[src/rtl/wiper_pkg.sv]
package wiper_pkg;

  typedef enum logic [2:0] {
    OP_LOAD_WIPER   = 3'd0,
    OP_READ_WIPER   = 3'd1,
    OP_WRITE_SET    = 3'd2,
    OP_READ_SET     = 3'd3,
    OP_SET_TO_WIPER = 3'd4,
    OP_WIPER_TO_SET = 3'd5
  } cmdOp_e;

  // strobes from control to datapath
  typedef struct packed {
    logic loadWiper;
    logic wiperFromSet;
    logic storeSet;
    logic setFromWiper;
    logic readReq;
    logic readSet;
    logic reload;
  } ctrlStrobe_t;

endpackage

[src/rtl/wiper_ctrl.sv]
module wiper_ctrl
  import wiper_pkg::*;
#(
  parameter int BUSY_CYCLES = 8
) (
  input  logic        clk,
  input  logic        porRstN,
  input  logic        softRstN,
  input  logic        cmdValid,
  input  logic [2:0]  cmdOp,
  output ctrlStrobe_t strobe,
  output logic        busy,
  output logic        cmdErr
);

  localparam int CNT_W = (BUSY_CYCLES > 1) ? $clog2(BUSY_CYCLES + 1) : 1;

  logic             accept;
  logic             isSetMod;
  logic             startWrite;
  logic [CNT_W-1:0] busyCnt;

  assign accept     = cmdValid && softRstN;
  assign isSetMod   = (cmdOp == OP_WRITE_SET) || (cmdOp == OP_WIPER_TO_SET);
  assign startWrite = accept && isSetMod && !busy;

  always_comb begin
    strobe              = '0;
    strobe.reload       = !softRstN;
    strobe.loadWiper    = accept && ((cmdOp == OP_LOAD_WIPER) || (cmdOp == OP_SET_TO_WIPER));
    strobe.wiperFromSet = (cmdOp == OP_SET_TO_WIPER);
    strobe.storeSet     = startWrite;
    strobe.setFromWiper = (cmdOp == OP_WIPER_TO_SET);
    strobe.readReq      = accept && ((cmdOp == OP_READ_WIPER) || (cmdOp == OP_READ_SET));
    strobe.readSet      = (cmdOp == OP_READ_SET);
  end

  // slow storage write timer
  always_ff @(posedge clk or negedge porRstN) begin
    if (!porRstN) begin
      busy    <= 1'b0;
      busyCnt <= '0;
      cmdErr  <= 1'b0;
    end else begin
      cmdErr <= accept && isSetMod && busy;
      if (startWrite) begin
        busy    <= 1'b1;
        busyCnt <= CNT_W'(BUSY_CYCLES - 1);
      end else if (busy) begin
        if (busyCnt == '0) begin
          busy <= 1'b0;
        end else begin
          busyCnt <= busyCnt - 1'b1;
        end
      end
    end
  end

endmodule

[src/rtl/wiper_datapath.sv]
module wiper_datapath
  import wiper_pkg::*;
#(
  parameter int WIPER_W     = 10,
  parameter int SET_NUM     = 4,
  parameter int SET_DEFAULT = 'h155
) (
  input  logic                       clk,
  input  logic                       porRstN,
  input  ctrlStrobe_t                strobe,
  input  logic [$clog2(SET_NUM)-1:0] cmdIdx,
  input  logic [WIPER_W-1:0]         cmdWrData,
  output logic [WIPER_W-1:0]         wiperPos,
  output logic [WIPER_W-1:0]         rdData,
  output logic                       rdValid,
  output logic [(1<<WIPER_W)-1:0]    tapSel,
  output logic                       atLow,
  output logic                       atHigh
);

  localparam int TAPS = 1 << WIPER_W;

  logic [WIPER_W-1:0] setReg [SET_NUM];
  logic [WIPER_W-1:0] wiper;

  always_ff @(posedge clk or negedge porRstN) begin
    if (!porRstN) begin
      for (int s = 0; s < SET_NUM; s++) begin
        setReg[s] <= WIPER_W'(SET_DEFAULT);
      end
      wiper   <= WIPER_W'(SET_DEFAULT);
      rdData  <= '0;
      rdValid <= 1'b0;
    end else begin
      if (strobe.reload) begin
        wiper <= setReg[0];
      end else if (strobe.loadWiper) begin
        wiper <= strobe.wiperFromSet ? setReg[cmdIdx] : cmdWrData;
      end
      if (strobe.storeSet) begin
        setReg[cmdIdx] <= strobe.setFromWiper ? wiper : cmdWrData;
      end
      rdValid <= strobe.readReq;
      if (strobe.readReq) begin
        rdData <= strobe.readSet ? setReg[cmdIdx] : wiper;
      end
    end
  end

  assign wiperPos = wiper;

  // one comparator per tap
  for (genvar t = 0; t < TAPS; t++) begin : g_tap
    assign tapSel[t] = (wiper == WIPER_W'(t));
  end

  assign atLow  = (wiper == '0);
  assign atHigh = (wiper == '1);

endmodule

[src/rtl/wiper_setting_ctrl.sv]
module wiper_setting_ctrl
  import wiper_pkg::*;
#(
  parameter int WIPER_W     = 10,
  parameter int SET_NUM     = 4,
  parameter int SET_DEFAULT = 'h155,
  parameter int BUSY_CYCLES = 8
) (
  input  logic                       clk,
  input  logic                       porRstN,
  input  logic                       softRstN,
  input  logic                       cmdValid,
  input  logic [2:0]                 cmdOp,
  input  logic [$clog2(SET_NUM)-1:0] cmdIdx,
  input  logic [WIPER_W-1:0]         cmdWrData,
  output logic [WIPER_W-1:0]         rdData,
  output logic                       rdValid,
  output logic                       cmdErr,
  output logic                       busy,
  output logic [WIPER_W-1:0]         wiperPos,
  output logic [(1<<WIPER_W)-1:0]    tapSel,
  output logic                       atLow,
  output logic                       atHigh
);

  ctrlStrobe_t strobe;

  wiper_ctrl #(
    .BUSY_CYCLES(BUSY_CYCLES)
  ) i_ctrl (
    .clk     (clk),
    .porRstN (porRstN),
    .softRstN(softRstN),
    .cmdValid(cmdValid),
    .cmdOp   (cmdOp),
    .strobe  (strobe),
    .busy    (busy),
    .cmdErr  (cmdErr)
  );

  wiper_datapath #(
    .WIPER_W    (WIPER_W),
    .SET_NUM    (SET_NUM),
    .SET_DEFAULT(SET_DEFAULT)
  ) i_dp (
    .clk      (clk),
    .porRstN  (porRstN),
    .strobe   (strobe),
    .cmdIdx   (cmdIdx),
    .cmdWrData(cmdWrData),
    .wiperPos (wiperPos),
    .rdData   (rdData),
    .rdValid  (rdValid),
    .tapSel   (tapSel),
    .atLow    (atLow),
    .atHigh   (atHigh)
  );

endmodule

[config.mk]
export PLATFORM = sky130hd
export DESIGN_NAME = wiper_setting_ctrl
export DESIGN_NICKNAME = d
export VERILOG_FILES = /design/src/rtl/wiper_pkg.sv /design/src/rtl/wiper_ctrl.sv /design/src/rtl/wiper_datapath.sv /design/src/rtl/wiper_setting_ctrl.sv
export SDC_FILE = /design/constraint.sdc
export NUM_CORES = 1
export LEC_CHECK = 0
export ABC_AREA = 1
export BUFFER_PORTS_ARGS = -buffer_cell sky130_fd_sc_hd__buf_4
export CAP_MARGIN = 10
export CORE_AREA = 5 5 411 413
export DETAILED_ROUTE_END_ITERATION = 10
export DIE_AREA = 0 0 416 418
export HOLD_SLACK_MARGIN = 0.12
export SYNTH_ARGS = -nofsm -noshare
export SYNTH_HDL_FRONTEND = slang
export SYNTH_SLANG_ARGS = --single-unit
[constraint.sdc]
create_clock -name clk -period 1.7 [get_ports clk]
set_input_delay 0.17 -clock clk [delete_from_list [all_inputs] [get_ports clk]]
set_output_delay 0.17 -clock clk [all_outputs]
set_load 0.01 [all_outputs]
### Word-level counts from Yosys, hierarchy flattened

Index checks and enable logic that the tools add are counted.

* input port bits: 19
* bits in registers: 67
* output and inout port bits: 1049
* word-level logic and storage cells: 1077

* $lt $le $gt $ge: 2
* add/sub/neg operators: 1
* muxes and demuxes: 17
* equal/unequal tests: 1030
* reductions and logical operators: 16
* bitwise logic cells: 1

Operators with widths (number)
* $eq 10x10->1 const B: 512
* $eq 10x9->1 const B: 256
* $eq 10x8->1 const B: 128
* $eq 10x7->1 const B: 64
* $eq 10x6->1 const B: 32
* $eq 10x5->1 const B: 16
* $eq 10x4->1 const B: 8
* $mux 10: 8
* $bwmux 40: 1
* $eq 10x3->1 const B: 4
* $bmux 10 s2: 1
* $demux 10 s2: 1
* $eq 10x2->1 const B: 2
* $mux 4: 3
* $eq 10x1->1 const B: 1
* $logic_not 10->1: 1
* $logic_and 1x1->1: 7
* $eq 3x2->1 const B: 2
* $eq 3x3->1 const B: 2
* $logic_not 4->1: 1
* $ne 2x1->1 const B: 2
* $sub 4x1->4 const B: 1
* $eq 3x1->1 const B: 1
* $ge 3x3->1 const B: 1
* other kinds (8): 12

### Depth between registers and ports, before layout

Gate-level depths: netlist (run 1).

* word-level depth: 7
* depth in mapped cells: 8
* depth with buffers taken out: 8

### By module

Synthesis (run 1) repeated with hierarchy kept, for this count alone.

* cell total of the unflattened synthesis: 1967
* area, all modules: 9258.9 µm²

By module, submodules not included
* wiper_datapath: area an instance 8848.5 µm², sequential area each 1557.7 µm², cells each 1913, instances 1
* wiper_ctrl: area an instance 410.4 µm², sequential area each 150.1 µm², cells each 54, instances 1

### Least setup slack after synthesis (run 1)

Ideal clock, no wire load.

* path kind: register -> output
* start point: reg i_dp.wiper[2] (netlist: i_dp.wiperPos[2])
* end point: out tapSel[1023]
* required time: 1530 ps
* cell stages (with the launch flop): 7
* buffers on the path: 2
* arrival time: 1657 ps
* setup slack: -127 ps
* path through: dfstp_2 nand2_1 nor2_1 buf_2 nand2_1 nor2_1 buf_4

* longest elaborated chain between the ends: 1

RTL lines
* start: declaration: RTL line wiper_datapath.sv:24 `logic [WIPER_W-1:0] wiper;`
* start signal: assignment: RTL line wiper_datapath.sv:31 `wiper <= WIPER_W'(SET_DEFAULT);`
* start signal: assignment: RTL line wiper_datapath.sv:36 `wiper <= setReg[0];`
* start signal: assignment: RTL line wiper_datapath.sv:38 `wiper <= strobe.wiperFromSet ? setReg[cmdIdx] : cmdWrData;`
* $eq 10x10->1
* end: declaration: RTL line wiper_setting_ctrl.sv:21 `output logic [(1<<WIPER_W)-1:0] tapSel,`

No other way between the ends.

### Worst setup path in the final report (run 1)

* start point: reg i_dp.wiper[0] (netlist: i_dp.wiperPos[0])
* end point: out tapSel[838]

* longest elaborated chain between the ends: 1

RTL lines
* $eq 10x10->1: RTL line wiper_datapath.sv:54 `assign tapSel[t] = (wiper == WIPER_W'(t));`

No other way between the ends.

==> flow_metrics.py, run 1 <==
metrics = {
    "flow_run": {
        "cap_violations": 0,
    },
    "global_route": {
        "grt_max_degree": 80,
        "overflow": 0,
        "grtUsageTotal": 0.175,
        "grt_pass1_vias": 19300,
        "antenna_found_initial": 11,
        "grt_pass1_wl_um": 202000,
    },
    "sta": {
        "finalWorstSetupSlack_ns": -0.633,
        "finalCritPeriodShare": 1.37,
        "fin_crit_ns": 2.33,
        "setup_viol": 1026,
        "rsz0062_at_grt": "yes",
        "hold_viol": 0,
        "finalMaxSlewViolations": 0,
        "slew_headroom": 0.657,
        "finClkSkew_ns": 0.0125,
        "max_freq_mhz": 429,
        "hold_ws_ns": 0.165,
        "worstMarginPinSlew_ns": 0.515,
    },
    "cts": {
        "cts_tree": "yes",
        "cts.clk_slew.worst_paths_ns": 0.07,
        "clk_latency_ns": 0.37,
        "cts-buffers-inserted": 9,
        "cts_max_level": 3,
        "root_buffer": "clkbuf_16",
        "clock-sinks": 67,
        "clock_path_buffers": 2,
    },
    "critical_path": {
        "rrSetupSlack_ns": 0.06,
        "cp_data_required_time_ns": 1.53,
        "timing.rr.start": "i_dp.wiperPos[8]",
        "r2r-end": "i_dp.setReg[8]",
        "worstSetupEndpointType": "primary output",
        "crit_path_start": "i_dp.wiperPos[0]",
        "crit_type": "flop to primary output",
        "cp_max_fo": 5,
        "slowest_delay_ns": 0.61,
        "crit_arrival_ns": 2.16,
        "rr_worst_depth": 8,
        "slowest_stage": "dfstp_2",
        "worstPathCellList": "inv_2 > nand2_2 > buf_12 > nor2_4 > buf_6 > buf_12 > buf_8 > nand2_8 > buf_8 > nor2_4 > buf_6",
        "startpoint_type": "flop",
    },
    "route": {
        "met1_length_um": 67700,
        "dr_wl_met2_um": 87800,
        "wire_per_inst_um": 29.3,
        "vias_per_cell": 3.54,
        "drc": 0,
        "drtIter0Drc": 1443,
        "drtPass1Iterations": 7,
        "num_vias": 20600,
        "route.met3.wl_um": 10600,
        "drtAntennaViolNets": 0,
        "top_layer_used": "met4",
        "totalWireLength_um": 170000,
    },
    "synthesis": {
        "synth_top_area_cell": "nor2_1",
        "syn_nets": 1985,
        "syn-cell-area_um2": 9140,
        "synth_common_cells": "nor2_1, nand2_1, clkbuf_1",
        "synthMuxAreaShare": 0,
        "yosysUniqueCellTypes": 23,
        "synth_compound_area_frac": 0.0296,
        "synth-edff-count": 0,
        "synth_seq_cells": 67,
        "ys.flop_type": "dfrtp_1",
        "synth_top_cell_area_share": 0.449,
        "synthSimpleGateAreaFrac": 0.677,
        "synthAdderAreaFrac": 0.00274,
        "yosysWarnings": 0,
        "synthArstFlopShare": 1.00,
        "synth-xor-area-share": 0,
        "yosysSeqAreaShare": 0.187,
        "synth_top_family_by_area": "simple AND/OR/NAND/NOR gates",
        "synth_area_per_cell_um2": 4.65,
        "synthCells": 1964,
        "synthTopCellsByArea": "nor2_1, nand2_1, dfrtp_1",
        "synth_most_common_cell": "nor2_1",
    },
    "power_and_ir_drop": {
        "pwr-share-comb": 0.740,
        "p_int_mw": 8.44,
        "clockPowerShare": 0.122,
        "p_leak_nw": 15.3,
        "p_total_mw": 16.9,
        "p_seq_frac": 0.138,
        "p_switching_mw": 8.51,
        "powerDensity_nw_per_um2": 510,
        "peakVddDrop_mv": 0.454,
        "sw_frac_of_total": 0.502,
    },
    "placement": {
        "hpwl_um": 141000,
        "port_buffers": 1067,
        "gp_congestion": 0.856,
        "post-place-ws_ns": -0.659,
        "postPlaceCellArea_um2": 25400,
        "placed_cells": 5624,
    },
    "hold_path": {
        "hold_path_depth": 5,
        "hp-class": "primary input to flop",
        "hold_end": "i_dp.wiperPos[4]",
        "min-delay-start": "cmdWrData[4]",
    },
    "status": {
        "outcome": "complete, but fails checks",
        "violations": "setup timing",
    },
    "die": {
        "io-pin-count": 1068,
        "die_x_um": 416,
        "die-area_um2": 174000,
        "core_um2": 164000,
        "start_util": 0.0556,
        "die_y_um": 418,
        "fp-row-count": 149,
    },
    "cells_and_area": {
        "fin_nets": 3633,
        "final_cell_area_um2": 33200,
        "antenna_cells": 0,
        "drive_gt1_frac": 0.665,
        "finalNonFillerCells": 5806,
        "syn2layout_area_growth_pct": 264,
        "nFillCells": 18400,
    },
}
## cells by family (layout without fill, tap and decap cells)
group / Yosys count / count (layout)
flip-flops: 67 / 67
AO/OA/AOI/OAI: 51 / 51
buffers and inverters: 216 / 1868
adder cells (fa/ha/maj): 2 / 2
AND/OR/NAND/NOR: 1628 / 1629
## worst max-delay path: cells and delay by family (launching register included)
family | cells | cell delay, ns
buffers and inverters | 7 | 0.90
flip-flops | 1 | 0.61
AND/OR/NAND/NOR | 4 | 0.24
## stage by stage
step,setup TNS (ns),util
finish,-510.61,0.202
global route,-589.17,0.202
CTS,-559.69,0.174
detailed placement,-288.60,0.155
global placement,-292.29,0.155
floorplan,0,-
## registers in the layout (all words and copies together) (netlist names)
name and flops:
i_ctrl.busy 1, i_ctrl.busyCnt 4, i_ctrl.cmdErr 1, i_dp.rdData 10, i_dp.rdValid 1, i_dp.setReg 40
i_dp.wiperPos 10
## cells in the final DEF (no fill, tap or decap), types with 10 or more instances in the layout
| master | count |
|---|---|
| a21oi_1 | 20 |
| nor2_2 | 142 |
| nand2_8 | 78 |
| o21ai_0 | 20 |
| buf_12 | 181 |
| inv_1 | 44 |
| buf_6 | 316 |
| o22ai_1 | 10 |
| dfrtp_1 | 40 |
| buf_16 | 14 |
| clkbuf_16 | 31 |
| buf_4 | 1224 |
| buf_8 | 36 |
| nor2_4 | 195 |
| nand2_2 | 55 |
| nand2_1 | 279 |
| nand2_4 | 84 |
| dfstp_2 | 25 |
| nand3_1 | 28 |
| nor2_1 | 761 |
## worst max path at each step
stage,endpoint,slack (ns)
6_report,tapSel[838],-0.63
5_1_grt,tapSel[843],-0.71
4_1_cts,tapSel[582],-0.64
3_5_place_dp,tapSel[71],-0.66
3_3_place_gp,tapSel[71],-0.68
2_1_floorplan,tapSel[1023],0.02
## per-layer routing
layer  GRT usage  up-vias
li1            -     9203
met1       0.212    10100
met2       0.318     1066
met3      0.0331      184
met4      0.0397        0
met5     0.00191        -
## what timing repair did
action,in CTS,in global routing
pin swaps,42,64
setup buffers,48,109
cloned,8,25
gates resized for setup,610,787
hold endpoints to repair,47,0
setup endpoints to repair,1026,1031
hold buffers,1,0
## power groups by stage
stage	clock network, mW	logic, mW	registers [mW]
final	2.06	12.5	2.34
after global routing	2.21	13.1	2.39
after CTS	2.16	9.16	2.33
after detailed placement	0	7.69	2.33
after global placement	0	7.68	2.34
after floorplan	0	2.88	2.33
## final cells by class
class	instances	area, um2	share of cell area
clock buffer	10	239	0.00719
clock inverter	6	72.6	0.00218
inverter	56	220	0.00663
multi-input combinational	1682	10300	0.311
sequential	67	1710	0.0515
tap	2189	2740	0.0824
timing repair buffer	1796	17900	0.539
Note: power is estimated with default switching activity, not from simulation.
==> inputs of run 2 (changes only) <==
--- a/config.mk
+++ b/config.mk
@@ -5,12 +5,11 @@
 export SDC_FILE = /design/constraint.sdc
 export NUM_CORES = 1
 export LEC_CHECK = 0
-export ABC_AREA = 1
 export BUFFER_PORTS_ARGS = -buffer_cell sky130_fd_sc_hd__buf_4
 export CAP_MARGIN = 10
-export CORE_AREA = 5 5 411 413
+export CORE_AREA = 5 5 412 414
 export DETAILED_ROUTE_END_ITERATION = 10
-export DIE_AREA = 0 0 416 418
+export DIE_AREA = 0 0 417 419
 export HOLD_SLACK_MARGIN = 0.12
 export SYNTH_ARGS = -nofsm -noshare
 export SYNTH_HDL_FRONTEND = slang
==> flow_metrics.py, run 2 <==
metrics = {
    "sta": {
        "worstMarginPinSlew_ns": 0.556,
        "hold_viol": 0,
        "rsz0062_at_grt": "yes",
        "finalCritPeriodShare": 1.39,
        "fin_crit_ns": 2.37,
        "finalWorstSetupSlack_ns": -0.669,
        "max_freq_mhz": 422,
        "finalMaxSlewViolations": 0,
        "setup_viol": 1026,
        "slew_headroom": 0.629,
        "finClkSkew_ns": 0.00759,
    },
    "synthesis": {
        "synthCells": 1617,
        "synth_common_cells": "nor2_1, clkbuf_1, nand2_1",
        "synth_most_common_cell": "nor2_1",
        "ys.flop_type": "dfrtp_1",
        "synth_area_per_cell_um2": 5.36,
        "synth_seq_cells": 67,
        "synthArstFlopShare": 1.00,
        "synth_top_area_cell": "nor2_1",
        "yosysUniqueCellTypes": 39,
        "synth-edff-count": 0,
        "yosysWarnings": 0,
        "syn-cell-area_um2": 8670,
        "synth_top_cell_area_share": 0.450,
        "synthTopCellsByArea": "nor2_1, dfrtp_1, clkbuf_1",
        "syn_nets": 1638,
        "yosysSeqAreaShare": 0.197,
    },
    "cts": {
        "cts-buffers-inserted": 9,
        "cts_tree": "yes",
        "clock-sinks": 67,
        "cts_max_level": 3,
        "cts.clk_slew.worst_paths_ns": 0.06,
        "clk_latency_ns": 0.34,
        "root_buffer": "clkbuf_16",
        "clock_path_buffers": 2,
    },
    "cells_and_area": {
        "nFillCells": 18500,
        "fin_nets": 2886,
        "syn2layout_area_growth_pct": 224,
        "top_register": "i_dp.setReg",
        "layout_commonest_cell": "buf_4",
        "multi_input_area_um2": 10100,
        "largest_reg_flops": 40,
        "final_cell_mix": "buf_4, nor2_1, nor2_2, nor2_4, buf_12",
        "drive_gt1_frac": 0.804,
        "utilization": 0.169,
        "seq_area_um2": 1720,
    },
    "critical_path": {
        "crit_type": "flop to primary output",
        "worstSetupEndpointType": "primary output",
        "startpoint_type": "flop",
        "crit_arrival_ns": 2.20,
        "rrSetupSlack_ns": 0.05,
        "slowest_stage": "dfstp_2",
        "worstPathCellList": "buf_6 > buf_4 > and2_4 > buf_12 > nand2_8 > buf_12 > nor2_1 > buf_4",
        "cp_data_required_time_ns": 1.53,
        "cp_max_fo": 27,
        "slowest_delay_ns": 0.57,
    },
    "placement": {
        "gp_congestion": 0.788,
        "post-place-ws_ns": -0.547,
        "port_buffers": 1067,
        "hpwl_um": 93700,
    },
    "die": {
        "core_um2": 166000,
        "die-area_um2": 175000,
        "io-pin-count": 1068,
        "start_util": 0.0522,
        "fp-row-count": 150,
        "die_y_um": 419,
        "die_x_um": 417,
    },
    "route": {
        "totalWireLength_um": 115000,
        "wire_per_inst_um": 22.6,
        "drtAntennaViolNets": 0,
        "vias_per_cell": 3.28,
        "drtIter0Drc": 1077,
        "num_vias": 16700,
        "drtPass1Iterations": 6,
        "drc": 0,
    },
    "status": {
        "outcome": "complete, but fails checks",
        "violations": "setup timing",
    },
    "global_route": {
        "grt_pass1_vias": 16300,
        "grt_max_degree": 40,
        "antenna_found_initial": 12,
        "grt_pass1_wl_um": 145000,
        "overflow": 0,
        "grtUsageTotal": 0.120,
    },
    "hold_path": {
        "hp-class": "primary input to flop",
    },
    "power_and_ir_drop": {
        "powerDensity_nw_per_um2": 440,
        "p_leak_nw": 11.2,
        "peakVddDrop_mv": 0.419,
    },
    "flow_run": {
        "cap_violations": 0,
    },
}
==> run 2: changes by cell type after synthesis, moves of 16 or more <==
cell | before | now
nor2b_1 | 0 | 22
inv_1 | 54 | 6
buf_4 | 32 | 2
mux2_2 | 0 | 52
nor2_1 | 1094 | 1039
mux2i_1 | 0 | 20
clkbuf_1 | 109 | 200
o21ai_0 | 20 | 2
nand2_1 | 494 | 97
nand3_1 | 28 | 12
==> run 2: final cells by class <==
type,instances,share of cell area
Inverter,6,0.000801
Multi-Input combinational cell,1335,0.358
Antenna cell,2,0.000178
Clock inverter,5,0.00125
Tap cell,2204,0.0981
Sequential cell,67,0.0610
Clock buffer,11,0.00899
Timing Repair Buffer,1446,0.472
==> run 2: final timing paths <==
check	startpoint	cells after the start	to
worst min-delay path	cmdWrData[3]	3	i_dp.wiperPos[3]
worst min register to register	i_dp.setReg[1]	1	i_dp.setReg[1]
max in group asynchronous	porRstN	3	i_dp.setReg[32]
worst max-delay path	i_dp.wiperPos[6]	8	tapSel[345]
worst max register to register	i_ctrl.busyCnt[0]	5	i_ctrl.busyCnt[1]
min in group asynchronous	porRstN	2	i_ctrl.cmdErr
==> run 2: through the flow <==
stage	cell area [um2]	power (mW)	instances	hold slack (ns)	setup TNS, ns
floorplan	13100	5.79	1617	-0.126	-38.04
global placement	26400	10.1	5027	0.196	-219.95
global route	28100	13.0	5076	0.152	-645.03
CTS	27500	12.3	5069	0.130	-593.26
detailed placement	26400	10.2	5027	0.194	-232.17
finish	28100	12.4	5076	0.145	-556.70
==> run 2: layer usage <==
| layer | track usage | vias up | routed length, um |
|---|---|---|---|
| met5 | 0 | - | 0 |
| met4 | 0.0362 | 0 | 3360 |
| met3 | 0.0191 | 137 | 6760 |
| met2 | 0.226 | 939 | 61400 |
| met1 | 0.138 | 8129 | 43200 |
| li1 | - | 7465 | - |
==> run 2: timing repair <==
action                                  CTS  global route
gates cloned                              4             2
pin swaps                                15             8
endpoints found under the hold margin    27             0
hold buffers                              1             0
setup buffers                            21             3
setup endpoints to repair              1027          1031
gates resized for setup                 123           157
==> run 2: kinds of logic (layout without fill, tap and decap cells) <==
family                   after synthesis  count (layout)  share of synthesized area
AO/OA/AOI/OAI                         43              43                     0.0398
adder cells (fa/ha/maj)                2               2                    0.00289
buffers and inverters                215            1468                     0.0944
flip-flops                            67              67                      0.197
multiplexers                          81              81                      0.114
other                                  0               2                          0
AND/OR/NAND/NOR                     1209            1209                      0.552
==> run 2: where the power goes <==
part | switching (mW) | internal [mW]
Sequential | 0.327 | 2.06
Combinational | 4.99 | 3.22
Clock | 0.718 | 1.07
Total | 6.04 | 6.35
==> run 2: critical path: cells and delay by family (launching register included) <==
| kind | cells | cell delay, ns |
|---|---|---|
| flops | 1 | 0.57 |
| simple gates | 3 | 0.45 |
| buf+inv | 5 | 0.66 |
